**config.mk**
```make
export PLATFORM = sky130hd
export DESIGN_NAME = hbi_host_port
export DESIGN_NICKNAME = d
export VERILOG_FILES = /design/src/rtl/hbi_pkg.sv /design/src/rtl/hbi_sync.sv /design/src/rtl/hbi_strobe_decode.sv /design/src/rtl/hbi_addr_latch.sv /design/src/rtl/hbi_xfer.sv /design/src/rtl/hbi_host_port.sv
export SDC_FILE = /design/constraint.sdc
export NUM_CORES = 1
export LEC_CHECK = 0
export CAP_MARGIN = 15
export CORE_UTILIZATION = 40
export DETAILED_ROUTE_END_ITERATION = 12
export DONT_BUFFER_PORTS = 1
export GPL_TIMING_DRIVEN = 1
export PLACE_DENSITY_LB_ADDON = 0.12
export SYNTH_ARGS = -nofsm -noshare
export SYNTH_HDL_FRONTEND = slang
export SYNTH_SLANG_ARGS = --single-unit
```
**constraint.sdc**
```tcl
create_clock -name clk -period 5 [get_ports clk]
set_clock_uncertainty 0.1 [all_clocks]
set_input_delay 0.75 -clock clk [delete_from_list [all_inputs] [get_ports clk]]
set_output_delay 0.75 -clock clk [all_outputs]
set_load 0.05 [all_outputs]
```
**src/rtl/hbi_pkg.sv**
```systemverilog
package hbi_pkg;

  typedef enum logic {
    STYLE_SPLIT  = 1'b0,
    STYLE_DSTROBE = 1'b1
  } strobe_style_e;

  function automatic logic rd_active(input logic mode, input logic cs_n,
                                     input logic a_n, input logic b_n);
    if (cs_n) return 1'b0;
    if (strobe_style_e'(mode) == STYLE_SPLIT) return ~a_n;
    return ~a_n & b_n;
  endfunction

  function automatic logic wr_active(input logic mode, input logic cs_n,
                                     input logic a_n, input logic b_n);
    if (cs_n) return 1'b0;
    if (strobe_style_e'(mode) == STYLE_SPLIT) return ~b_n;
    return ~a_n & ~b_n;
  endfunction

endpackage

```
**src/rtl/hbi_sync.sv**
```systemverilog
module hbi_sync #(
  parameter int         W      = 1,
  parameter int         STAGES = 2,
  parameter logic [W-1:0] RST  = '0
) (
  input  logic         clk,
  input  logic         rst_n,
  input  logic [W-1:0] d,
  output logic [W-1:0] q
);
  logic [W-1:0] stg [STAGES];

  for (genvar i = 0; i < STAGES; i++) begin : g_stage
    if (i == 0) begin : g_first
      always_ff @(posedge clk or negedge rst_n) begin
        if (!rst_n) stg[0] <= RST;
        else        stg[0] <= d;
      end
    end else begin : g_next
      always_ff @(posedge clk or negedge rst_n) begin
        if (!rst_n) stg[i] <= RST;
        else        stg[i] <= stg[i-1];
      end
    end
  end

  assign q = stg[STAGES-1];
endmodule

```
**src/rtl/hbi_strobe_decode.sv**
```systemverilog
module hbi_strobe_decode
  import hbi_pkg::*;
(
  input  logic mode,
  input  logic cs_n,
  input  logic stb_a_n,
  input  logic stb_b_n,
  output logic rd_act,
  output logic wr_act
);
  always_comb begin
    rd_act = rd_active(mode, cs_n, stb_a_n, stb_b_n);
    wr_act = wr_active(mode, cs_n, stb_a_n, stb_b_n);
  end
endmodule

```
**src/rtl/hbi_addr_latch.sv**
```systemverilog
module hbi_addr_latch #(
  parameter int AW = 11
) (
  input  logic          clk,
  input  logic          rst_n,
  input  logic          ale_s,
  input  logic [AW-1:0] addr_s,
  output logic [AW-1:0] eff_addr
);
  logic [AW-1:0] held_q;

  always_ff @(posedge clk or negedge rst_n) begin
    if (!rst_n)     held_q <= '0;
    else if (ale_s) held_q <= addr_s;
  end

  assign eff_addr = ale_s ? addr_s : held_q;


  addr_hold_chk: assert property (@(posedge clk) disable iff (!rst_n)
    (!ale_s && $past(!ale_s)) |-> $stable(eff_addr));
endmodule

```
**src/rtl/hbi_xfer.sv**
```systemverilog
module hbi_xfer #(
  parameter int AW = 11,
  parameter int DW = 8
) (
  input  logic          clk,
  input  logic          rst_n,
  input  logic          rd_act,
  input  logic          wr_act,
  input  logic [AW-1:0] eff_addr,
  input  logic [DW-1:0] din_s,
  input  logic [DW-1:0] reg_rdata,
  output logic          reg_rd,
  output logic          reg_wr,
  output logic [AW-1:0] reg_addr,
  output logic [DW-1:0] reg_wdata,
  output logic [DW-1:0] dout_q,
  output logic          doe_q
);
  logic          rd_prev, wr_prev;
  logic [AW-1:0] waddr_q;
  logic [DW-1:0] wdata_q;
  logic          rd_start, wr_end;

  assign rd_start = rd_act & ~rd_prev;
  assign wr_end   = wr_prev & ~wr_act;

  always_ff @(posedge clk or negedge rst_n) begin
    if (!rst_n) begin
      rd_prev   <= 1'b0;
      wr_prev   <= 1'b0;
      waddr_q   <= '0;
      wdata_q   <= '0;
      reg_rd    <= 1'b0;
      reg_wr    <= 1'b0;
      reg_addr  <= '0;
      reg_wdata <= '0;
      dout_q    <= '0;
      doe_q     <= 1'b0;
    end else begin
      rd_prev <= rd_act;
      wr_prev <= wr_act;
      if (wr_act) begin
        waddr_q <= eff_addr;
        wdata_q <= din_s;
      end
      reg_wr <= wr_end;
      reg_rd <= rd_start & ~wr_end;
      if (wr_end) begin
        reg_addr  <= waddr_q;
        reg_wdata <= wdata_q;
      end else if (rd_start) begin
        reg_addr <= eff_addr;
      end
      if (!rd_act) begin
        doe_q <= 1'b0;
      end else if (reg_rd) begin
        doe_q  <= 1'b1;
        dout_q <= reg_rdata;
      end
    end
  end


  rd_once_chk: assert property (@(posedge clk) disable iff (!rst_n)
    reg_rd |=> !reg_rd);

  wr_once_chk: assert property (@(posedge clk) disable iff (!rst_n)
    reg_wr |=> !reg_wr);

  doe_src_chk: assert property (@(posedge clk) disable iff (!rst_n)
    $rose(doe_q) |-> $past(reg_rd));

  doe_drop_chk: assert property (@(posedge clk) disable iff (!rst_n)
    !rd_act |=> !doe_q);
endmodule

```
**src/rtl/hbi_host_port.sv**
```systemverilog
module hbi_host_port
  import hbi_pkg::*;
#(
  parameter int AW     = 11,
  parameter int DW     = 8,
  parameter int STAGES = 2
) (
  input  logic          clk,
  input  logic          rst_n,
  input  logic          hb_mode,
  input  logic          hb_cs_n,
  input  logic          hb_stb_a_n,
  input  logic          hb_stb_b_n,
  input  logic          hb_ale,
  input  logic [AW-1:0] hb_addr,
  input  logic [DW-1:0] hb_din,
  output logic [DW-1:0] hb_dout,
  output logic          hb_doe,
  output logic          reg_rd,
  output logic          reg_wr,
  output logic [AW-1:0] reg_addr,
  output logic [DW-1:0] reg_wdata,
  input  logic [DW-1:0] reg_rdata
);
  localparam int CW = 5;
  localparam int BW = AW + DW;
  localparam logic [CW-1:0] CTRL_IDLE = 5'b0_1111;

  logic [CW-1:0] ctrl_s;
  logic [BW-1:0] bus_s;
  logic          mode_s, ale_s, cs_s, a_s, b_s;
  logic [AW-1:0] addr_s, eff_addr;
  logic [DW-1:0] din_s;
  logic          rd_act, wr_act, doe_q;

  hbi_sync #(.W(CW), .STAGES(STAGES), .RST(CTRL_IDLE)) u_ctrl_sync (
    .clk(clk), .rst_n(rst_n),
    .d({hb_mode, hb_ale, hb_cs_n, hb_stb_a_n, hb_stb_b_n}),
    .q(ctrl_s)
  );

  hbi_sync #(.W(BW), .STAGES(STAGES), .RST('0)) u_bus_sync (
    .clk(clk), .rst_n(rst_n), .d({hb_addr, hb_din}), .q(bus_s)
  );

  assign {mode_s, ale_s, cs_s, a_s, b_s} = ctrl_s;
  assign {addr_s, din_s} = bus_s;

  hbi_strobe_decode u_dec (
    .mode(mode_s), .cs_n(cs_s), .stb_a_n(a_s), .stb_b_n(b_s),
    .rd_act(rd_act), .wr_act(wr_act)
  );

  hbi_addr_latch #(.AW(AW)) u_alat (
    .clk(clk), .rst_n(rst_n), .ale_s(ale_s), .addr_s(addr_s),
    .eff_addr(eff_addr)
  );

  hbi_xfer #(.AW(AW), .DW(DW)) u_xfer (
    .clk(clk), .rst_n(rst_n), .rd_act(rd_act), .wr_act(wr_act),
    .eff_addr(eff_addr), .din_s(din_s), .reg_rdata(reg_rdata),
    .reg_rd(reg_rd), .reg_wr(reg_wr), .reg_addr(reg_addr),
    .reg_wdata(reg_wdata), .dout_q(hb_dout), .doe_q(doe_q)
  );

  assign hb_doe = doe_q & rd_active(hb_mode, hb_cs_n, hb_stb_a_n, hb_stb_b_n);


  always @(posedge clk) begin
    if (!rst_n) begin
      rst_quiet_chk: assert (!hb_doe && !reg_rd && !reg_wr);
    end
  end


  cs_quiet_chk: assert property (@(posedge clk) disable iff (!rst_n)
    (cs_s && $past(cs_s)) |=> !reg_rd);
endmodule

```
=== After elaboration in Yosys (flattened, before gate mapping) ===
Index checks and enable logic that the tools add are counted.

* Equality and inequality tests: 1
* Multiplexer cells: 22
* Bitwise logic cells: 13
* Reduce and logical (&&, ||, !) cells: 2

{| class="wikitable"
|+ Operators by type and width
! cell !! number
|-
| 11-bit two-way mux || 3
|-
| 1-bit two-way mux || 19
|-
| 1-bit AND || 7
|-
| 1-bit NOT || 6
|-
| 2-bit inequality test (second input constant) || 1
|-
| 2-bit AND reduction || 1
|-
| 2-bit nonzero test || 1
|}

* Flip-flop bits (word level): 110
* Input port bits: 34
* Output and inout port bits: 30
* Word-level logic and storage cells: 53

=== Logic depth before layout (Yosys ltp) ===
* Depth in word-level cells: 8
* Depth in mapped cells: 6
* Gate-level depth less buffers: 4

=== By module ===
A second synthesis with hierarchy kept.

* Cell total of the unflattened synthesis: 248
* Area, all modules: 3902.5 um^2

{| class="wikitable"
|+ Modules (own cells, without submodules)
! module !! times used !! cells an instance !! area an instance (um^2) !! seq. area each (um^2)
|-
| hbi_xfer || 1 || 148 || 2005.7 || 1276.2
|-
| hbi_sync at u_bus_sync || 1 || 57 || 1093.5 || 950.9
|-
| hbi_addr_latch || 1 || 23 || 447.9 || 275.3
|-
| hbi_sync at u_ctrl_sync || 1 || 15 || 297.8 || 260.2
|-
| hbi_host_port || 1 || 2 || 28.8 || 0.0
|-
| hbi_strobe_decode || 1 || 3 || 28.8 || 0.0
|}

=== Worst setup path after synthesis ===
OpenSTA, ideal clock, no wires.

* Kind: input -> output
* Start point: input hb_mode
* End point: output hb_doe
* Arrival: 2.475 ns
* Data required time: 4.150 ns
* Setup slack: 1.675 ns
* Stages on the path: 2
* Buffers on the path: 0
* Path through: nor2b_1 nor4b_1

* Cells in the longest elaborated chain, start to end: 5
* Elaborated cells on any way between the ends: 6
* Those cells by class: mux: 5; bitwise: 1

{| class="wikitable"
|+ Ends and longest elaborated chain
! what !! line !! RTL
|-
| start, declared || hbi_host_port.sv:10 || <nowiki>input logic hb_mode,</nowiki>
|-
| 1-bit two-way mux (2 in series) || hbi_pkg.sv:11 || <nowiki>if (strobe_style_e'(mode) == STYLE_SPLIT) return ~a_n;</nowiki>
|-
| 1-bit two-way mux * || hbi_pkg.sv:12 || <nowiki>return ~a_n & b_n;</nowiki>
|-
| 1-bit two-way mux * || hbi_pkg.sv:11 ||
|-
| 1-bit AND * || hbi_host_port.sv:66 || <nowiki>assign hb_doe = doe_q & rd_active(hb_mode, hb_cs_n, hb_stb_a_n, hb_stb_b_n);</nowiki>
|-
| end, declared || hbi_host_port.sv:18 || <nowiki>output logic hb_doe,</nowiki>
|}

Every way passes the cells marked *; elsewhere a longest branch is shown, timed or not. The select of a mux whose other input is x is not followed.

=== Worst setup path in the final report ===
Ends and elaborated chain as after synthesis.

==> summary.md <==
| Metric | Value |
|---|---|
| Pre-antenna DRT Iters | `4` |
| CP peak stage delay | `0.94 ns` |
| Seq/Total Area, Yosys | `76.6%` |
| Largest net degree at the start of global routing | `103` |
| WP data arrival | `1.81 ns` |
| Max Root-Sink Buffers | `2` |
| Synth Area per Inst | `15.0 um^2` |
| Core ar. | `8720 um^2` |
| Worst path bufs/invs | `0` |
| Vert. Die Dim | `97.0 um` |
| Synth area leaders | `dfrtp_1 (71%), mux2_2 (8.4%), nand2_1 (5.9%)` |
| DR WL/cell | `16.0 um` |
| Grt ovf | `0` |
| Final net count | `278` |
| Final WL | `5710 um` |
| Storage element area | `2760 um^2` |
| ANT cells | `0` |
| Routability cong. | `0.661` |
| Synthesis-to-layout area growth | `7.87%` |
| Ratio of final minimum period to clock period | `53.2%` |
| Yosys warns | `0` |
| Max_slew headroom | `21.2%` |
| PostCTS Resize Cnt | `0` |
| Post-Synthesis Cell Area | `3610 um^2` |
| IO Pins | `64` |
| Area of the multi-input gates | `783 um^2` |
| DP Area | `3700 um^2` |
| Status | `complete, no violations` |
| Clock Sinks | `110` |
| Cells after DPL | `340` |
| PwrDens | `478 nW/um^2` |
| Count leader, synth | `dfrtp_1` |
| Post-synthesis cell count | `241` |
| Top-area cell type share of the netlist area | `70.7%` |
| Fmax | `376 MHz` |
| Post-synth EDFFs | `0` |
| Final Core Density | `44.6%` |
| Critical path fanouts, max | `2` |
| Design area | `3890 um^2` |
| Clock latency at the later pin of the worst-skew pair | `0.35 ns` |
| Max-slew violations | `0` |
| Vias per inst | `4.92` |
| Worst min path class | `in -> async` |
| Row cnt | `34` |
| Gr usage total | `13.6%` |
| Die X | `97.0 um` |
| Filler cells | `787` |
| DRT iter0 DRCs | `62` |
| Initial Util | `41.4%` |
| RSZ-0062 raised after global routing | `false` |
| #FFs+latches synth | `110` |
| Residual DRC | `0` |
| Final hold violations | `0` |
| Die area | `9410 um^2` |
| Data required time at the worst endpoint | `4.15 ns` |
| H-tree levels | `3` |
| Max VDD drop | `0.208 mV` |
| Pleak | `0.00185 uW` |
| Initial antenna violation count | `0` |
| Dpl hpwl | `3290 um` |
| Vias in the first global route | `1876` |
| TritonCTS clock tree | `yes` |
| Asr flop ratio synth | `100%` |
| Synth cell types | `21` |
| Crit-path cells | `nor2b_1 -> nor4b_2` |
| IO Port Bufs | `0` |
| Final setup fails | `0` |
| Clk slew on worst S/H paths | `0.09 ns` |
| Syn nets | `275` |
| CP max-delay cell | `nor4b_2` |
| Critical Path Source Type | `primary input` |
| Kind of critical path | `in -> out` |
| Commonest cells post-synth | `dfrtp_1 (102), nand2_1 (57), mux2_2 (27), and3_1 (13), a221o_1 (11)` |
| Top FF cell, synth | `dfrtp_1` |
| Fin crit period | `2.66 ns` |
| Layout cells sized above 1 | `21.7%` |
| Post-route setup TNS | `0 ns` |
| Crit path capture type | `output port` |
| Non-Filler Instances | `357` |
| DRT antenna net count | `0` |
| Root buf cell | `clkbuf_8` |
| Max-cap viol count | `0` |
| Worst slew pin tran | `1.18 ns` |
| Num CTS Buffers | `9` |
| Routed via count | `1756` |
| Family with the most delay on the worst path | `simple AND/OR/NAND/NOR gates` |
| First-pass GRT wire length | `9800 um` |
| Biggest area consumer among synthesized cells | `dfrtp_1` |
cells in the final DEF, fill, tap and decap left out, drive strengths merged:
master	synthesis	final
a211o	1	1
a21oi	1	1
a221o	11	11
a32oi	1	1
and2	1	1
and3	13	13
buf	9	2
clkbuf	1	10
clkinv	0	4
dfrtp	102	102
dfstp	8	8
inv	3	5
mux2	27	27
nand2	58	58
nand2b	1	1
nor2	1	1
nor2b	1	1
nor4b	1	1
o21a	1	1
metrics by stage:
step / hold slack (ns) / total power, uW / setup WS [ns]
after floorplan: 0.231 / 1370 / 1.68
after global placement: 0.232 / 1400 / 2.33
after detailed placement: 0.235 / 1410 / 2.33
after CTS: 0.0971 / 1900 / 2.33
after global routing: 0.0795 / 1960 / 2.29
final: 0.126 / 1860 / 2.34
kinds of logic (layout without fill, tap and decap cells):
group	count (synthesis)	in the layout	synth area share, %
flops	110	110	76.6
simple gates	76	76	9.22
mux	27	27	8.43
compound gates	15	15	3.88
buf+inv	13	21	1.91
repair_timing:
item,in CTS,in global routing
setup buffers,0,0
hold buffers,1,0
endpoints found under the hold margin,102,0
registers in the layout, indices dropped and copies added, names as in the netlist, 5 cells and up:
signal and cells:
u_bus_sync.q 19, u_xfer.reg_addr 11, u_bus_sync.stg 19, u_xfer.waddr_q 11, u_xfer.dout_q 8, u_alat.held_q 11, u_xfer.wdata_q 8, u_ctrl_sync.q 5
u_ctrl_sync.stg 5, u_xfer.reg_wdata 8
path summary, 6_finish.rpt:
check	from	to	cells past startpoint	slack [ns]
hold reg to reg	u_bus_sync.stg[22]	u_bus_sync.q[3]	0	0.24
hold / removal	rst_n	u_ctrl_sync.stg[5]	0	0.13
setup / recovery	hb_mode	hb_doe	2	2.34
max in group asynchronous	rst_n	u_xfer.waddr_q[10]	1	4.18
min in group clk	u_bus_sync.stg[22]	u_bus_sync.q[3]	0	0.24
setup reg to reg	u_ctrl_sync.q[4]	u_xfer.reg_addr[1]	4	2.78
cell type report:
cell class	count	area share [%]
Clock buffer	10	3.28
Multi-Input combinational cell	118	20.1
Timing Repair Buffer	2	0.900
Clock inverter	6	0.964
Inverter	3	0.289
Sequential cell	110	71.0
Tap cell	108	3.47
power by group:
group	leakage, uW	switching, uW	internal, uW
logic	0.000445	62.0	67.7
clock network	0.0000906	281	182
registers	0.00132	270	999
total	0.00185	613	1250
routing by layer:
layer	track usage, %	up-vias	share of wire [%]
met3	5.85	6	6.3
met2	21.0	48	47
met5	0	-	0
li1	-	808	-
met1	17.6	894	45
met4	4.13	0	1.3
Note: power is estimated with default switching activity, not from simulation.
